**src/rtl/vtg_pkg.sv**
```systemverilog
package vtg_pkg;

   // Region order within a line and within a frame; irq_sel decodes to this.
   typedef enum logic [1:0] {
      RG_SYNC  = 2'd0,
      RG_BACK  = 2'd1,
      RG_ACT   = 2'd2,
      RG_FRONT = 2'd3
   } vtg_region_e;

   localparam int unsigned NUM_REGIONS = 4;

endpackage

```
**src/rtl/vtg_clkdiv.sv**
```systemverilog
module vtg_clkdiv #(
   parameter int unsigned DW       = 8,
   parameter bit          SATURATE = 1'b1
) (
   input  logic          clk,
   input  logic          rst_n,
   input  logic          run,
   input  logic          hold,
   input  logic [DW-1:0] div_m1,
   output logic          pix_ce
);

   localparam logic [DW-1:0] TC_SAT = DW'((1 << DW) - 2);

   if (DW < 2) begin : g_bad_dw
      $error("vtg_clkdiv: DW must be at least 2");
   end

   logic [DW-1:0] tc;
   logic [DW-1:0] cnt_q;

   // Terminal count: saturating variant caps the divisor one below full scale.
   if (SATURATE) begin : g_sat
      assign tc = (div_m1 == '1) ? TC_SAT : div_m1;
   end else begin : g_nosat
      assign tc = div_m1;
   end

   assign pix_ce = run && !hold && (cnt_q >= tc);

   always_ff @(posedge clk) begin
      if (!rst_n) begin
         cnt_q <= '0;
      end else if (!run) begin
         cnt_q <= '0;
      end else if (hold) begin
         cnt_q <= cnt_q;
      end else if (pix_ce) begin
         cnt_q <= '0;
      end else begin
         cnt_q <= cnt_q + DW'(1);
      end
   end

   p_hold_freeze_r3 : assert property (@(posedge clk) disable iff (!rst_n)
      hold |=> $stable(cnt_q));
   p_idle_quiet_r3 : assert property (@(posedge clk) disable iff (!rst_n)
      !run |=> (cnt_q == '0));
   p_ce_gap_r2 : assert property (@(posedge clk) disable iff (!rst_n)
      (pix_ce && tc != '0 && run) |=> !pix_ce);

endmodule

```
**src/rtl/vtg_axis.sv**
```systemverilog
module vtg_axis
   import vtg_pkg::*;
#(
   parameter int unsigned CW = 11,
   parameter int unsigned PW = CW + 2
) (
   input  logic                            clk,
   input  logic                            rst_n,
   input  logic                            clr,
   input  logic                            adv,
   input  logic [CW-1:0]                   sync_m1,
   input  logic [CW-1:0]                   back_m1,
   input  logic [CW-1:0]                   act_m1,
   input  logic [CW-1:0]                   front_m1,
   output logic [PW-1:0]                   pos,
   output logic                            wrap,
   output logic                            in_sync,
   output logic                            in_act,
   output logic [PW-1:0]                   act_idx,
   output logic [NUM_REGIONS-1:0][PW-1:0]  starts
);

   localparam int unsigned TW = PW + 1;

   if (PW < CW + 2) begin : g_bad_pw
      $error("vtg_axis: PW must hold four regions of CW bits");
   end

   logic [NUM_REGIONS-1:0][CW-1:0] fld;
   logic [NUM_REGIONS-1:0][TW-1:0] st_w;
   logic [TW-1:0]                  total;
   logic [PW-1:0]                  pos_q;

   assign fld[RG_SYNC]  = sync_m1;
   assign fld[RG_BACK]  = back_m1;
   assign fld[RG_ACT]   = act_m1;
   assign fld[RG_FRONT] = front_m1;

   // Each region begins where the previous one ends.
   assign st_w[0] = '0;
   for (genvar i = 1; i < NUM_REGIONS; i++) begin : g_start
      assign st_w[i] = st_w[i-1] + TW'(fld[i-1]) + TW'(1);
   end
   for (genvar i = 0; i < NUM_REGIONS; i++) begin : g_start_out
      assign starts[i] = st_w[i][PW-1:0];
   end

   assign total   = st_w[NUM_REGIONS-1] + TW'(fld[NUM_REGIONS-1]) + TW'(1);
   assign wrap    = adv && (TW'(pos_q) >= total - TW'(1));
   assign pos     = pos_q;
   assign in_sync = (TW'(pos_q) < st_w[RG_BACK]);
   assign in_act  = (TW'(pos_q) >= st_w[RG_ACT]) && (TW'(pos_q) < st_w[RG_FRONT]);
   assign act_idx = pos_q - starts[RG_ACT];

   always_ff @(posedge clk) begin
      if (!rst_n) begin
         pos_q <= '0;
      end else if (clr) begin
         pos_q <= '0;
      end else if (adv) begin
         pos_q <= wrap ? '0 : pos_q + PW'(1);
      end
   end

   p_wrap_zero_r4 : assert property (@(posedge clk) disable iff (!rst_n)
      (wrap && !clr) |=> (pos_q == '0));
   p_idle_stable_r5 : assert property (@(posedge clk) disable iff (!rst_n)
      (!clr && !adv) |=> $stable(pos_q));
   p_clear_r8 : assert property (@(posedge clk) disable iff (!rst_n)
      clr |=> (pos_q == '0));

endmodule

```
**src/rtl/vtg_irq.sv**
```systemverilog
module vtg_irq
   import vtg_pkg::*;
#(
   parameter int unsigned PW = 13
) (
   input  logic                           clk,
   input  logic                           rst_n,
   input  logic                           en,
   input  logic                           adv,
   input  logic [PW-1:0]                  hpos,
   input  logic [PW-1:0]                  vpos,
   input  logic [NUM_REGIONS-1:0][PW-1:0] vstarts,
   input  logic                           irq_en,
   input  vtg_region_e                    irq_sel,
   input  logic                           irq_clr,
   output logic                           frame_tick,
   output logic                           irq
);

   logic step_q;
   logic line_head;
   logic event_hit;
   logic pend_q;

   always_ff @(posedge clk) begin
      if (!rst_n) step_q <= 1'b0;
      else        step_q <= adv;
   end

   // The cycle right after a step that landed on pixel 0 of a line.
   assign line_head  = en && step_q && (hpos == '0);
   assign frame_tick = line_head && (vpos == '0);
   assign event_hit  = line_head && (vpos == vstarts[irq_sel]);

   always_ff @(posedge clk) begin
      if (!rst_n) begin
         pend_q <= 1'b0;
      end else if (irq_en && event_hit) begin
         pend_q <= 1'b1;
      end else if (irq_clr) begin
         pend_q <= 1'b0;
      end
   end

   assign irq = pend_q;

   p_irq_sticky_r10 : assert property (@(posedge clk) disable iff (!rst_n)
      (irq && !irq_clr) |=> irq);
   p_irq_masked_r11 : assert property (@(posedge clk) disable iff (!rst_n)
      (!irq_en && !irq) |=> !irq);

endmodule

```
**src/rtl/vid_timing_gen.sv**
```systemverilog
module vid_timing_gen
   import vtg_pkg::*;
#(
   parameter int unsigned H_W       = 11,
   parameter int unsigned V_W       = 11,
   parameter int unsigned DIV_W     = 8,
   parameter bit          DIV_SAT   = 1'b1,
   parameter bit          SYNC_HIGH = 1'b1
) (
   input  logic             clk,
   input  logic             rst_n,
   input  logic             vid_en,
   input  logic             vid_en_frame,
   input  logic             free_run,
   input  logic             clk_hold,
   input  logic [DIV_W-1:0] div_m1,
   input  logic [H_W-1:0]   h_sync_m1,
   input  logic [H_W-1:0]   h_back_m1,
   input  logic [H_W-1:0]   h_act_m1,
   input  logic [H_W-1:0]   h_front_m1,
   input  logic [V_W-1:0]   v_sync_m1,
   input  logic [V_W-1:0]   v_back_m1,
   input  logic [V_W-1:0]   v_act_m1,
   input  logic [V_W-1:0]   v_front_m1,
   input  logic [V_W-1:0]   lc_thresh,
   input  logic             irq_en,
   input  logic [1:0]       irq_sel,
   input  logic             irq_clr,
   output logic             pix_ce,
   output logic             hsync,
   output logic             vsync,
   output logic             de,
   output logic [H_W+1:0]   hpos,
   output logic [V_W+1:0]   vpos,
   output logic             lc_hit,
   output logic             irq
);

   localparam int unsigned HPW = H_W + 2;
   localparam int unsigned VPW = V_W + 2;

   if (H_W < 2 || V_W < 2) begin : g_bad_w
      $error("vid_timing_gen: H_W and V_W must be at least 2");
   end

   logic                            adv_h;
   logic                            h_wrap, v_wrap;
   logic                            h_sync_raw, v_sync_raw;
   logic                            h_act, v_act;
   logic [HPW-1:0]                  h_idx;
   logic [VPW-1:0]                  v_idx;
   logic [NUM_REGIONS-1:0][HPW-1:0] h_starts;
   logic [NUM_REGIONS-1:0][VPW-1:0] v_starts;
   logic                            run_q;
   logic                            fen_q;
   logic                            frame_tick;
   logic                            frame_start;

   vtg_clkdiv #(.DW(DIV_W), .SATURATE(DIV_SAT)) u_div (
      .clk    (clk),
      .rst_n  (rst_n),
      .run    (vid_en | free_run),
      .hold   (clk_hold),
      .div_m1 (div_m1),
      .pix_ce (pix_ce)
   );

   assign adv_h = vid_en && pix_ce;

   vtg_axis #(.CW(H_W), .PW(HPW)) u_hax (
      .clk      (clk),
      .rst_n    (rst_n),
      .clr      (!vid_en),
      .adv      (adv_h),
      .sync_m1  (h_sync_m1),
      .back_m1  (h_back_m1),
      .act_m1   (h_act_m1),
      .front_m1 (h_front_m1),
      .pos      (hpos),
      .wrap     (h_wrap),
      .in_sync  (h_sync_raw),
      .in_act   (h_act),
      .act_idx  (h_idx),
      .starts   (h_starts)
   );

   vtg_axis #(.CW(V_W), .PW(VPW)) u_vax (
      .clk      (clk),
      .rst_n    (rst_n),
      .clr      (!vid_en),
      .adv      (h_wrap),
      .sync_m1  (v_sync_m1),
      .back_m1  (v_back_m1),
      .act_m1   (v_act_m1),
      .front_m1 (v_front_m1),
      .pos      (vpos),
      .wrap     (v_wrap),
      .in_sync  (v_sync_raw),
      .in_act   (v_act),
      .act_idx  (v_idx),
      .starts   (v_starts)
   );

   vtg_irq #(.PW(VPW)) u_irq (
      .clk        (clk),
      .rst_n      (rst_n),
      .en         (vid_en),
      .adv        (adv_h),
      .hpos       (HPW'(hpos)),
      .vpos       (vpos),
      .vstarts    (v_starts),
      .irq_en     (irq_en),
      .irq_sel    (vtg_region_e'(irq_sel)),
      .irq_clr    (irq_clr),
      .frame_tick (frame_tick),
      .irq        (irq)
   );

   // Frame-synchronised enable: sampled on enable rise or at each frame start.
   assign frame_start = (vid_en && !run_q) || frame_tick;

   always_ff @(posedge clk) begin
      if (!rst_n) begin
         run_q <= 1'b0;
         fen_q <= 1'b0;
      end else begin
         run_q <= vid_en;
         if (frame_start) fen_q <= vid_en_frame;
      end
   end

   logic hs_on, vs_on;
   assign hs_on = vid_en && h_sync_raw;
   assign vs_on = vid_en && v_sync_raw;

   if (SYNC_HIGH) begin : g_pol_high
      assign hsync = hs_on;
      assign vsync = vs_on;
   end else begin : g_pol_low
      assign hsync = !hs_on;
      assign vsync = !vs_on;
   end

   assign de     = vid_en && fen_q && h_act && v_act;
   assign lc_hit = vid_en && v_act && (v_idx == VPW'(lc_thresh));

   logic unused_ok;
   assign unused_ok = &{1'b0, v_wrap, h_idx};

   p_de_no_sync_r6 : assert property (@(posedge clk) disable iff (!rst_n)
      de |-> (!hs_on && !vs_on));
   p_fen_frame_r7 : assert property (@(posedge clk) disable iff (!rst_n)
      !frame_start |=> $stable(fen_q));
   p_lc_active_r9 : assert property (@(posedge clk) disable iff (!rst_n)
      lc_hit |-> v_act);
   p_off_quiet_r8 : assert property (@(posedge clk) disable iff (!rst_n)
      !vid_en |-> (!de && !lc_hit && !hs_on && !vs_on));

endmodule

```
**config.mk**
```make
export PLATFORM = sky130hd
export DESIGN_NAME = vid_timing_gen
export DESIGN_NICKNAME = d
export VERILOG_FILES = /design/src/rtl/vtg_pkg.sv /design/src/rtl/vtg_clkdiv.sv /design/src/rtl/vtg_axis.sv /design/src/rtl/vtg_irq.sv /design/src/rtl/vid_timing_gen.sv
export SDC_FILE = /design/constraint.sdc
export NUM_CORES = 1
export LEC_CHECK = 0
export BUFFER_PORTS_ARGS = -buffer_cell sky130_fd_sc_hd__buf_2
export CAP_MARGIN = 20
export CORE_MARGIN = 3
export CORE_UTILIZATION = 64
export DETAILED_ROUTE_END_ITERATION = 10
export PLACE_DENSITY = 0.87
export SLEW_MARGIN = 30
export SYNTH_ARGS = -nofsm -noshare
export SYNTH_HDL_FRONTEND = slang
export SYNTH_SLANG_ARGS = --single-unit
```
**constraint.sdc**
```tcl
create_clock -name clk -period 14.5 [get_ports clk]
set_input_delay 0.725 -clock clk [delete_from_list [all_inputs] [get_ports clk]]
set_output_delay 0.725 -clock clk [all_outputs]
set_load 0.02 [all_outputs]
```
==> summary.txt <==
Worst setup path
  • Crit path DAT: 6880 ps
  • WS Path Type: input port to output port
  • CP dominant cell by count: ha_1
  • Worst stage delay on the critical path: 700 ps
  • Required time worst endpoint: 13780 ps
  • Flop-to-flop setup slack: 10570 ps
  • Critical Path Source Type: input port
  • Worst path slowest cell: a221oi_1
  • Crit. End Element: output port
  • CP Max Fanout: 8
  • CP startpoint: v_sync_m1[0]
  • Critical Path Sink: de
  • Worst R2R End: u_vax.pos[10]
  • FF-to-FF Start: u_hax.pos[0]
  • Worst r2r path cells: 11

Finish
  • Register cell area after layout: 761 sq um
  • P&R area growth vs syn: 10.7%
  • Area used by multi-input combinational logic: 7710 sq um
  • Nets@finish: 1608
  • Diode count: 0
  • Post-route cell area: 10100 sq um
  • Layout fillers: 1065
  • Fraction of layout cells with a size suffix above 1: 14.7%

STA
  • Final min period: 7600 ps
  • Final Max Slew Viols: 0
  • Period utilization: 52.4%
  • Max Clk Rate: 132 MHz
  • Worst Skew: 7.13 ps
  • Final setup margin: 6900 ps
  • Final Hold Viols: 0
  • Final setup TNS: 0 ps
  • Worst Max-Slew Pin Slew: 911 ps
  • Setup-failing EPs final: 0
  • RSZ-0062 raised after global routing: false
  • Worst relative slew slack: 39.3%

CTS
  • Setup bufs post-CTS: 0
  • Worst-path clk slew: 60 ps
  • Root Driver: clkbuf_16
  • Worst skew pair latency: 290 ps
  • CTS buffer count: 5
  • CTS tree: done
  • H-tree depth: 2
  • Clk buf depth: 2
  • Cts hold-fix bufs: 0
  • Post_cts resized: 0
  • Clock sink total: 38

Logic synthesis
  • Post-synth top flop: dfxtp_1
  • Post-synth EDFFs: 0
  • Syn nets: 1476
  • Mapped cell area: 9100 sq um
  • Yosys warns: 0
  • Cell taking the most area after synthesis: ha_1
  • Synth unique cells: 80
  • Avg Inst Size Synth: 7.78 sq um
  • Ys async rst share: 0%
  • Synth top area share: 25.0%
  • Synth area leaders: ha_1 (25%), dfxtp_1 (8.4%), xnor2_1 (6.6%)
  • Proportion of synthesized chip area in sequential cells: 8.36%
  • Seq cells post-synth: 38
  • Post-Synthesis Cells: 1170

Global routing
  • Largest net degree at the start of global routing: 35
  • Total Routing Usage GR: 32.0%
  • Global route total overflow: 0
  • First-pass GRT wire length: 43100 microns
  • Antenna violations before repair: 0
  • Vias in the first global route: 9097

Detailed routing
  • Starting DRC count in detailed routing: 814
  • DRC errors left: 0
  • Drt total wl: 26200 microns
  • ANT nets after route: 0
  • 1st-pass router iterations: 5
  • Routed vias: 9397
  • Post-DR vias/cell: 6.35
  • WL/cell: 17.7 microns

Floorplanning
  • Core area: 13600 sq um
  • Rows: 42
  • Die area: 15700 sq um
  • Initial Util: 67.1%
  • Die H: 125 microns
  • I/O Pins: 149
  • Die X: 125 microns

Min path
  • Hold Path Class: register to register

Power and ir drop
  • Max VDD drop: 0.0000917 V
  • Pleak: 4.92 nW
  • Pwr dens: 102 nW/um^2

Place
  • Port Buf Inserts: 148
  • Dpl cell area: 9880 sq um
  • Post-DP HPWL: 21100 microns
  • Final GP Congestion: 0.954
  • Worst slack, placed: 6750 ps

Run
  • Max_cap viols: 0

Run status
  • Status: finished clean
## power breakdown
group          switching [mW]  leakage, nW  internal (mW)
logic                   0.437         4.52          0.336
clock network          0.0459       0.0940         0.0989
registers            0.000420        0.307          0.105
total                   0.484         4.92          0.540
## metal layers
layer / part of all wire (%) / vias to the layer above / global-route usage [%]
met5: 0 / - / 0
met4: 2.2 / 0 / 8.61
met3: 9.5 / 65 / 6.44
met2: 45 / 429 / 52.8
met1: 43 / 4314 / 42.8
li1: - / 4589 / -
## worst max-delay path: cells and delay by family
kind	cells	cell delay, ps
xor+xnor	3	750
compound gates	10	2590
fa+ha+maj	4	1360
simple gates	5	1000
buf+inv	3	450
## area by class of cell
class,count,area share [%]
Multi-Input combinational cell,992,76.5
Timing Repair Buffer,151,7.58
Sequential cell,38,7.55
Inverter,114,4.25
Tap cell,176,2.19
Clock buffer,5,1.24
Clock inverter,3,0.683
## sequential cells by signal, summed over array words and instances (netlist names)
name          cells
u_hax.pos        13
u_vax.pos        13
u_div.cnt_q       8
fen_q             1
run_q             1
u_irq.irq         1
u_irq.step_q      1
## cell usage after synthesis (all sizes together), types with 4 or more instances
library cell  instances
o2111ai               6
a21oi                72
nor2b                14
a31oi                16
o21ai                61
mux2i                 8
nand2b               26
nor4                 16
o31a                  4
a2111oi              10
and3                 12
a21o                 37
xnor2                70
nand4                17
or3                   4
a211o                 7
nand3                37
or4                  13
nor2                 87
ha                  182
o21bai                6
or2                   5
nand2                42
o22ai                 5
and2                  6
nor3                 34
inv                 114
fa                    7
clkbuf               21
dfxtp                38
a211oi               23
nand3b                5
and4                  6
xor2                 47
o31ai                13
o211ai               14
nor3b                 6
o21a                 29
## cell usage in the layout (no fill, tap or decap), types with 7 or more instances in the layout
master     count
nand2_1       42
xor2_1        47
dfxtp_1       38
nand4_1       17
or4_1         11
o211ai_1      14
fa_1           7
nand3_1       37
a211oi_1      19
a211o_1        7
nor2b_1       14
a31oi_1       16
mux2i_1        8
nor4_1        14
inv_1        114
a21o_1        37
buf_2        148
nor3_1        33
and3_1         9
a21oi_1       71
ha_1         182
o21a_1        29
o21ai_0       56
a2111oi_0      9
nor2_1        87
nand2b_1      25
o31ai_1       13
xnor2_1       69
## stage by stage
stage	utilization (%)	hold WS, ps	total power [mW]	std cells
2_1_floorplan	-	472	0.703	1170
3_3_place_gp	72.8	473	0.834	1471
4_1_cts	74.3	502	1.01	1479
6_report	74.3	513	1.02	1479
5_1_grt	74.3	526	1.12	1479
3_5_place_dp	72.9	492	0.859	1471
## cells by family (layout without fill, tap and decap cells)
kind of cell	count (synthesis)	count (layout)	synth area share, %
flip-flops	38	38	8.36
AO/OA/AOI/OAI	337	337	25.3
adder cells (fa/ha/maj)	189	189	26.6
XOR/XNOR	119	119	11.8
multiplexers	8	8	0.880
buffers and inverters	140	273	7.13
AND/OR/NAND/NOR	339	339	19.9
## worst min path at each step
stage	startpoint	end	slack, ps	cells past startpoint
floorplan	u_div.cnt_q[1]	u_div.cnt_q[1]	470	2
global placement	u_irq.irq	u_irq.irq	470	2
detailed placement	u_irq.irq	u_irq.irq	490	2
CTS	u_irq.irq	u_irq.irq	500	2
global route	u_irq.irq	u_irq.irq	530	2
finish	u_irq.irq	u_irq.irq	510	2
(Power assumes the default switching activity.)
